**src/rtl/ptg_pkg.sv**
```systemverilog
// Package: register indices and field positions shared by the timing
// generator modules and its bench. Assumes the write port index is at
// least 4 bits wide.
package ptg_pkg;
    localparam int REG_HTIME  = 0;   // line length / hsync width
    localparam int REG_VPER   = 1;   // frame length in pixel clocks
    localparam int REG_VSLEN  = 2;   // vsync length in pixel clocks
    localparam int REG_VFIRST = 3;   // first visible frame position
    localparam int REG_VLAST  = 4;   // last visible frame position
    localparam int REG_HWIN   = 5;   // visible pixel range in a line
    localparam int REG_POL    = 6;   // sync polarity bits
    localparam int REG_SKEW   = 7;   // added to vertical bounds
    localparam int REG_FILL   = 8;   // fill colour for missing data
    localparam int REG_ENABLE = 9;   // engine enable
    localparam int REG_CNTEN  = 10;  // counter enables

    localparam int HI_FIELD_LSB = 16;  // upper packed field position
    localparam int POL_H_BIT    = 0;
    localparam int POL_V_BIT    = 1;
    localparam int CNT_FRM_BIT  = 0;
    localparam int CNT_LIN_BIT  = 1;
    localparam int FILL_RESET   = 8'hFF;
endpackage

```
**src/rtl/ptg_regs.sv**
```systemverilog
// Register file: shadow copies written by the port, and a working set of
// timing registers that loads from the shadows on frame_load. The fill
// colour, counter enables and enable bit act from the shadow directly.
// Assumes DW covers HI_FIELD_LSB+HW, FW and PW bits.
module ptg_regs #(
    parameter int HW = 12,
    parameter int FW = 24,
    parameter int PW = 24,
    parameter int AW = 4,
    parameter int DW = 32
) (
    input  logic          clk,
    input  logic          rst_n,
    input  logic          wr_en,
    input  logic [AW-1:0] wr_addr,
    input  logic [DW-1:0] wr_data,
    input  logic          frame_load,
    output logic [HW-1:0] act_hlen,
    output logic [HW-1:0] act_hpw,
    output logic [HW-1:0] act_hfirst,
    output logic [HW-1:0] act_hlast,
    output logic [FW-1:0] act_vper,
    output logic [FW-1:0] act_vslen,
    output logic [FW-1:0] act_vfirst,
    output logic [FW-1:0] act_vlast,
    output logic [FW-1:0] act_skew,
    output logic [1:0]    act_pol,
    output logic [PW-1:0] fill_color,
    output logic          sh_enable,
    output logic [1:0]    cnt_en
);
    import ptg_pkg::*;

    localparam int HI_MSB = HI_FIELD_LSB + HW - 1;

    logic [HW-1:0] sh_hlen, sh_hpw, sh_hfirst, sh_hlast;
    logic [FW-1:0] sh_vper, sh_vslen, sh_vfirst, sh_vlast, sh_skew;
    logic [1:0]    sh_pol;

    // Bits of the write word that no register stores.
    logic unused_wr_bits;
    assign unused_wr_bits = ^{wr_data[DW-1:HI_MSB+1], wr_data[HI_FIELD_LSB-1:HW]};

    // Shadow write port: one register per write strobe.
    always_ff @(posedge clk) begin
        if (!rst_n) begin
            sh_hlen <= '0; sh_hpw <= '0; sh_hfirst <= '0; sh_hlast <= '0;
            sh_vper <= '0; sh_vslen <= '0; sh_vfirst <= '0; sh_vlast <= '0;
            sh_skew <= '0; sh_pol <= '0; sh_enable <= 1'b0; cnt_en <= '0;
            fill_color <= PW'(FILL_RESET);
        end else if (wr_en) begin
            case (wr_addr)
                AW'(REG_HTIME): begin
                    sh_hlen <= wr_data[HW-1:0];
                    sh_hpw  <= wr_data[HI_MSB:HI_FIELD_LSB];
                end
                AW'(REG_VPER):   sh_vper   <= wr_data[FW-1:0];
                AW'(REG_VSLEN):  sh_vslen  <= wr_data[FW-1:0];
                AW'(REG_VFIRST): sh_vfirst <= wr_data[FW-1:0];
                AW'(REG_VLAST):  sh_vlast  <= wr_data[FW-1:0];
                AW'(REG_HWIN): begin
                    sh_hfirst <= wr_data[HW-1:0];
                    sh_hlast  <= wr_data[HI_MSB:HI_FIELD_LSB];
                end
                AW'(REG_POL):    sh_pol     <= wr_data[1:0];
                AW'(REG_SKEW):   sh_skew    <= wr_data[FW-1:0];
                AW'(REG_FILL):   fill_color <= wr_data[PW-1:0];
                AW'(REG_ENABLE): sh_enable  <= wr_data[0];
                AW'(REG_CNTEN):  cnt_en     <= wr_data[1:0];
                default: ;
            endcase
        end
    end

    // Working set: copies the shadows only at a frame boundary.
    always_ff @(posedge clk) begin
        if (!rst_n) begin
            act_hlen <= '0; act_hpw <= '0; act_hfirst <= '0; act_hlast <= '0;
            act_vper <= '0; act_vslen <= '0; act_vfirst <= '0; act_vlast <= '0;
            act_skew <= '0; act_pol <= '0;
        end else if (frame_load) begin
            act_hlen <= sh_hlen; act_hpw <= sh_hpw;
            act_hfirst <= sh_hfirst; act_hlast <= sh_hlast;
            act_vper <= sh_vper; act_vslen <= sh_vslen;
            act_vfirst <= sh_vfirst; act_vlast <= sh_vlast;
            act_skew <= sh_skew; act_pol <= sh_pol;
        end
    end

    AST_ACT_HOLD: assert property (@(posedge clk) disable iff (!rst_n)
        !frame_load |=> ($stable(act_hlen) && $stable(act_vper) && $stable(act_pol) && $stable(act_vfirst)));
endmodule

```
**src/rtl/ptg_counters.sv**
```systemverilog
// Scan position and run control. The frame position counts pixel clocks
// from 0 to vper-1; the horizontal position wraps every hlen clocks.
// frame_load marks the cycle whose edge starts a frame (every cycle while
// idle). Assumes nonzero hlen and vper whenever the engine runs.
module ptg_counters #(
    parameter int HW = 12,
    parameter int FW = 24,
    parameter int CW = 16
) (
    input  logic          clk,
    input  logic          rst_n,
    input  logic [HW-1:0] hlen,
    input  logic [FW-1:0] vper,
    input  logic          sh_enable,
    input  logic [1:0]    cnt_en,
    output logic          run,
    output logic [HW-1:0] hpos,
    output logic [FW-1:0] fpos,
    output logic          frame_load,
    output logic [CW-1:0] frame_count,
    output logic [CW-1:0] line_count
);
    import ptg_pkg::*;

    localparam logic [HW-1:0] H_ONE = HW'(1);
    localparam logic [FW-1:0] F_ONE = FW'(1);
    localparam logic [CW-1:0] C_ONE = CW'(1);

    logic line_end;

    // Boundary detection for the line and the frame.
    always_comb begin
        line_end   = (hpos == hlen - H_ONE);
        frame_load = !run || (fpos == vper - F_ONE);
    end

    // Position, run flag and counter updates.
    always_ff @(posedge clk) begin
        if (!rst_n) begin
            run <= 1'b0; hpos <= '0; fpos <= '0;
            frame_count <= '0; line_count <= '0;
        end else if (frame_load) begin
            run <= sh_enable;
            hpos <= '0;
            fpos <= '0;
            line_count <= '0;
            if (run && cnt_en[CNT_FRM_BIT]) frame_count <= frame_count + C_ONE;
        end else begin
            fpos <= fpos + F_ONE;
            if (line_end) begin
                hpos <= '0;
                if (cnt_en[CNT_LIN_BIT]) line_count <= line_count + C_ONE;
            end else begin
                hpos <= hpos + H_ONE;
            end
        end
    end

    AST_HPOS_RANGE: assert property (@(posedge clk) disable iff (!rst_n)
        (run && hlen != '0) |-> (hpos < hlen));
    AST_FRAME_WRAP: assert property (@(posedge clk) disable iff (!rst_n)
        (run && fpos == vper - F_ONE) |=> (fpos == '0 && hpos == '0));
    AST_IDLE_HOME: assert property (@(posedge clk) disable iff (!rst_n)
        !run |-> (fpos == '0 && hpos == '0));
    AST_RUN_AT_EDGE: assert property (@(posedge clk) disable iff (!rst_n)
        (run != $past(run)) |-> $past(frame_load));
    AST_FRAME_STEP: assert property (@(posedge clk) disable iff (!rst_n)
        (frame_count != $past(frame_count)) |-> (frame_count == $past(frame_count) + C_ONE));
endmodule

```
**src/rtl/ptg_outputs.sv**
```systemverilog
// Window decode and pixel path: derives sync strobes at their programmed
// polarity, the data enable from inclusive windows, and replaces missing
// pixels with the fill colour. Purely combinational from the scan state.
module ptg_outputs #(
    parameter int HW = 12,
    parameter int FW = 24,
    parameter int PW = 24
) (
    input  logic          clk,
    input  logic          rst_n,
    input  logic          run,
    input  logic [HW-1:0] hpos,
    input  logic [FW-1:0] fpos,
    input  logic [HW-1:0] hpw,
    input  logic [HW-1:0] hfirst,
    input  logic [HW-1:0] hlast,
    input  logic [FW-1:0] vslen,
    input  logic [FW-1:0] vfirst,
    input  logic [FW-1:0] vlast,
    input  logic [FW-1:0] skew,
    input  logic [1:0]    pol,
    input  logic [PW-1:0] pix_in,
    input  logic          pix_valid,
    input  logic [PW-1:0] fill_color,
    output logic          hsync,
    output logic          vsync,
    output logic          de,
    output logic          pix_sel,
    output logic [PW-1:0] pix_out
);
    import ptg_pkg::*;

    logic [FW-1:0] v_lo, v_hi;
    logic          in_v, in_h, hs_on, vs_on;

    // Visible window and sync pulse decode.
    always_comb begin
        v_lo  = vfirst + skew;
        v_hi  = vlast + skew;
        in_v  = (fpos >= v_lo) && (fpos <= v_hi);
        in_h  = (hpos >= hfirst) && (hpos <= hlast);
        hs_on = run && (hpos < hpw);
        vs_on = run && (fpos < vslen);
        de    = run && in_v && in_h;
        hsync = hs_on ^ pol[POL_H_BIT];
        vsync = vs_on ^ pol[POL_V_BIT];
    end

    // Pixel selection between upstream data and fill colour.
    always_comb begin
        pix_sel = de && !pix_valid;
        if (!de)           pix_out = '0;
        else if (pix_valid) pix_out = pix_in;
        else               pix_out = fill_color;
    end

    AST_FILL_SUBST: assert property (@(posedge clk) disable iff (!rst_n)
        pix_sel |-> (pix_out == fill_color));
    AST_PASS_DATA: assert property (@(posedge clk) disable iff (!rst_n)
        (de && pix_valid) |-> (pix_out == pix_in && !pix_sel));
endmodule

```
**src/rtl/pixclk_timing_gen.sv**
```systemverilog
// Top level: register file, scan counters and output decode. Vertical
// timing is expressed in pixel clocks from the frame start. Assumes a
// legal mode (nonzero periods) is written before the enable bit is set.
module pixclk_timing_gen #(
    parameter int HW = 12,
    parameter int FW = 24,
    parameter int PW = 24,
    parameter int CW = 16,
    parameter int AW = 4,
    parameter int DW = 32
) (
    input  logic          clk,
    input  logic          rst_n,
    input  logic          wr_en,
    input  logic [AW-1:0] wr_addr,
    input  logic [DW-1:0] wr_data,
    input  logic [PW-1:0] pix_in,
    input  logic          pix_valid,
    output logic          hsync,
    output logic          vsync,
    output logic          de,
    output logic          pix_sel,
    output logic [PW-1:0] pix_out,
    output logic [CW-1:0] frame_count,
    output logic [CW-1:0] line_count
);
    logic [HW-1:0] a_hlen, a_hpw, a_hfirst, a_hlast, hpos;
    logic [FW-1:0] a_vper, a_vslen, a_vfirst, a_vlast, a_skew, fpos;
    logic [1:0]    a_pol, cnt_en;
    logic [PW-1:0] fill_color;
    logic          sh_enable, run, frame_load;

    ptg_regs #(.HW(HW), .FW(FW), .PW(PW), .AW(AW), .DW(DW)) u_regs (
        .clk(clk), .rst_n(rst_n), .wr_en(wr_en), .wr_addr(wr_addr),
        .wr_data(wr_data), .frame_load(frame_load),
        .act_hlen(a_hlen), .act_hpw(a_hpw), .act_hfirst(a_hfirst),
        .act_hlast(a_hlast), .act_vper(a_vper), .act_vslen(a_vslen),
        .act_vfirst(a_vfirst), .act_vlast(a_vlast), .act_skew(a_skew),
        .act_pol(a_pol), .fill_color(fill_color), .sh_enable(sh_enable),
        .cnt_en(cnt_en)
    );

    ptg_counters #(.HW(HW), .FW(FW), .CW(CW)) u_cnt (
        .clk(clk), .rst_n(rst_n), .hlen(a_hlen), .vper(a_vper),
        .sh_enable(sh_enable), .cnt_en(cnt_en), .run(run), .hpos(hpos),
        .fpos(fpos), .frame_load(frame_load), .frame_count(frame_count),
        .line_count(line_count)
    );

    ptg_outputs #(.HW(HW), .FW(FW), .PW(PW)) u_out (
        .clk(clk), .rst_n(rst_n), .run(run), .hpos(hpos), .fpos(fpos),
        .hpw(a_hpw), .hfirst(a_hfirst), .hlast(a_hlast), .vslen(a_vslen),
        .vfirst(a_vfirst), .vlast(a_vlast), .skew(a_skew), .pol(a_pol),
        .pix_in(pix_in), .pix_valid(pix_valid), .fill_color(fill_color),
        .hsync(hsync), .vsync(vsync), .de(de), .pix_sel(pix_sel),
        .pix_out(pix_out)
    );
endmodule

```
**config.mk**
```make
export PLATFORM = sky130hd
export DESIGN_NAME = pixclk_timing_gen
export DESIGN_NICKNAME = d
export VERILOG_FILES = /design/src/rtl/ptg_pkg.sv /design/src/rtl/ptg_regs.sv /design/src/rtl/ptg_counters.sv /design/src/rtl/ptg_outputs.sv /design/src/rtl/pixclk_timing_gen.sv
export SDC_FILE = /design/constraint.sdc
export NUM_CORES = 1
export LEC_CHECK = 0
export CORE_MARGIN = 1.5
export CORE_UTILIZATION = 40
export DETAILED_ROUTE_END_ITERATION = 8
export DONT_BUFFER_PORTS = 1
export PLACE_DENSITY = 0.63
export REMOVE_ABC_BUFFERS = 1
export SYNTH_ARGS = -nofsm -noshare
export SYNTH_HDL_FRONTEND = slang
export SYNTH_SLANG_ARGS = --single-unit
```
**constraint.sdc**
```tcl
create_clock -name clk -period 8.5 [get_ports clk]
set_input_delay 0.425 -clock clk [delete_from_list [all_inputs] [get_ports clk]]
set_output_delay 0.425 -clock clk [all_outputs]
set_load 0.05 [all_outputs]
```
==> results.tsv <==
metric	value	unit
Die X	242	um
synth-to-layout area growth	11.8	%
Total Wirelength	61700	um
switch share	22.7	%
total power	4590	uW
share of cells above drive strength 1	6.59	%
Power Density	179	mW/mm^2
CTS clk-pin slew, worst paths	60	ps
final hold violation count	0	
max incr delay on CP	520	ps
adder-cell share of the synthesized area	8.82	%
largest family of logic cells by synthesized area	simple AND/OR/NAND/NOR gates	
crit path capture type	output pin	
PostCTS Resize Cnt	0	
flops & latches, synth	436	
clk root buf	clkbuf_16	
core footprint	0.0565	mm^2
later-pin clock latency in the skew report	590	ps
clk sink count	436	
Synth Instances	2855	
Reg power frac	45.2	%
CTS tree	done	
Least-Margin Pin Slew	1250	ps
largest net degree at the start of global routing	571	
Synth Flop Type	dfxtp_1	
via count	19300	
CTS H-tree depth	2	
Register Area	0.00873	mm^2
num ports	124	
Max Freq	162	MHz
critical path startpoint category	register	
Period minus WS final	6160	ps
Seq/Total Area, Yosys	38.2	%
leakage	0.00949	uW
relative slew slack	16.4	%
detailed placement HPWL	40100	um
setup TNS	0	ps
RSZ-0062 raised after global routing	no	
slack of the critical path	2340	ps
syn_area_per_cell	8.01	um^2
Die Span Y	242	um
vias per cell	5.38	
Final ANT Viol Nets	0	
design area	0.0256	mm^2
Crit-path slowest cell	o2111ai_4	
Filler cells	5445	
Final Setup Violations	0	
Worst EP required	8080	ps
Clock Skew	22.8	ps
Max IR drop VDD	0.132	mV
Crit Path Category	register to output pin	
DP Worst Slack	2930	ps
Initial Utilization	40.5	%
RePlAce Congestion	0.868	
switching pwr	1040	uW
global-route usage over all layers	20.5	%
number of buffers added on ports	0	
synthesized area	0.0229	mm^2
most frequent cells in the layout	nand2_1 (630), dfxtp_1 (436), nand3_1 (224)	
Pre-antenna DRT Iters	5	
Die ar.	0.0586	mm^2
status	completed	
Remaining DRCs	0	
simple-gate area share of the yosys netlist	24.2	%
grt total ovfl	0	
Cell Chain, Critical Path	ha_1 -> a211o_1 -> o2111ai_1 -> a311o_1 -> o21ai_0 -> a41oi_1 -> a21oi_1 -> a2111oi_0 -> nor3_1 -> xnor2_1 -> ha_1 -> a21o_1 -> a21o_1 -> a21oi_1 -> and3b_1 -> nand2_1 -> o2111ai_4 -> nor4_2 -> buf_4	
Post-synth EDFFs	0	
CP Max Fanout	26	
Period Utilization, post-route	72.5	%
Arr. time, crit path	5740	ps
multi-input logic area	0.0132	mm^2
NumNets Final	3009	
Row Count	87	
Avg WL per Cell	17.2	um
Post-Synth XOR/XNOR Area	4.81	%
Max-cap violations	0	
P_int	3550	uW
CTS buffer count	49	
vias in the first global route	17900	
Worst Hold Class	input port to register	
initial antenna violation count	5	
hold slack	124	ps
Clock Path Buffers	3	
first-pass GRT wire length	97500	um
DR iter-0 viols	1367	
clock share of power	50.4	%
combinational share of power	4.4	%
DP Area	0.0235	mm^2
mux share of post-synthesis cell area	1.67	%
Slew Limit Fails	0	
Synth cell types	71	
complex-gate fraction of the synthesized area	17.3	%
commonest non-fill, non-tap cell in the layout	nand2_1	
FFs w/ async S/R, synth	0	%
Synth warnings	0	
==> worst paths after layout <==
| path | startpoint | endpoint | slack [ps] | cells past startpoint |
|---|---|---|---|---|
| setup / recovery | u_regs.act_skew[2] | pix_out[1] | 2340 | 19 |
| hold reg to reg | u_regs.sh_vslen[15] | u_regs.act_vslen[15] | 450 | 2 |
| setup reg to reg | u_regs.act_vper[2] | u_cnt.hpos[2] | 3600 | 10 |
| hold / removal | rst_n | u_regs.sh_skew[5] | 120 | 1 |
==> cells by family after synthesis <==
family,after synthesis
and+or+nand+nor,1210
AOI/OAI and AO/OA,610
buffers and inverters,277
adders and majority gates,160
DFF,436
xor gates and xnor gates,124
muxes,38
==> metrics by stage <==
stage,utilization [%],cells
floorplan,-,2664
global placement,41.6,3460
detailed placement,41.6,3460
CTS,45.3,3579
global route,45.3,3580
finish,45.3,3581
==> layer usage <==
layer | part of all wire, % | up-vias | global-route usage (%)
met5 | 0.078 | - | 0
met4 | 3.0 | 6 | 6.64
met3 | 5.2 | 103 | 3.10
met2 | 46 | 424 | 33.6
met1 | 46 | 9025 | 27.6
li1 | - | 9694 | -
==> cell type report <==
class | count | share of cell area, %
antenna | 2 | 0.0196
clock buffer | 57 | 5.15
clock inverter | 32 | 1.72
inverter | 86 | 1.26
multi-input combinational | 2142 | 51.6
sequential | 436 | 34.1
tap | 756 | 3.70
timing repair buffer | 70 | 2.40
==> cell usage after synthesis (all sizes together) (4+ instances only) <==
cell type | n | area, um^2
nand3 | 224 | 1120
o2111ai | 5 | 43.8
a21boi | 192 | 1440
or2 | 10 | 62.6
a211oi | 11 | 82.6
and2 | 9 | 56.3
nand3b | 6 | 45.0
a21oi | 48 | 240
ha | 158 | 1980
o21ai | 222 | 1110
or4 | 5 | 37.5
o211ai | 15 | 123
xor2 | 68 | 596
nor2 | 97 | 364
nand2b | 32 | 200
inv | 86 | 323
a31oi | 9 | 56.3
o41ai | 6 | 52.6
nor3b | 6 | 45.0
o21bai | 6 | 45.0
o311ai | 4 | 35.0
dfxtp | 436 | 8730
or3 | 11 | 68.8
a211o | 5 | 43.8
and3 | 42 | 263
nor2b | 17 | 106
xnor2 | 55 | 482
buf | 52 | 297
o21a | 16 | 120
nor3 | 38 | 195
mux2i | 37 | 370
o31ai | 10 | 75.1
a21o | 37 | 278
nand4 | 30 | 188
and4 | 4 | 35.0
nor4 | 41 | 318
clkbuf | 139 | 524
nand2 | 631 | 2370
==> power groups by stage <==
stage,clock [uW],combinational (uW),sequential (uW)
3_3_place_gp,0,148,2120
6_report,2310,200,2070
2_1_floorplan,0,106,2110
3_5_place_dp,0,154,2120
5_1_grt,2450,216,2070
4_1_cts,2360,200,2070
==> worst max-delay path, delay by kind of cell, from the launching register on <==
family	cells	cell delay, ps
AOI/OAI and AO/OA	11	2830
DFF	1	370
and+or+nand+nor	4	1030
buffers and inverters	1	250
adders and majority gates	2	570
xor gates and xnor gates	1	100
==> repair_timing <==
action,4_1_cts,5_1_grt
buffers inserted,0,0
endpoints found under the setup margin,0,0
hold buffers,30,0
endpoints found under the hold margin,195,0
Power figures use the tool's default switching activity.
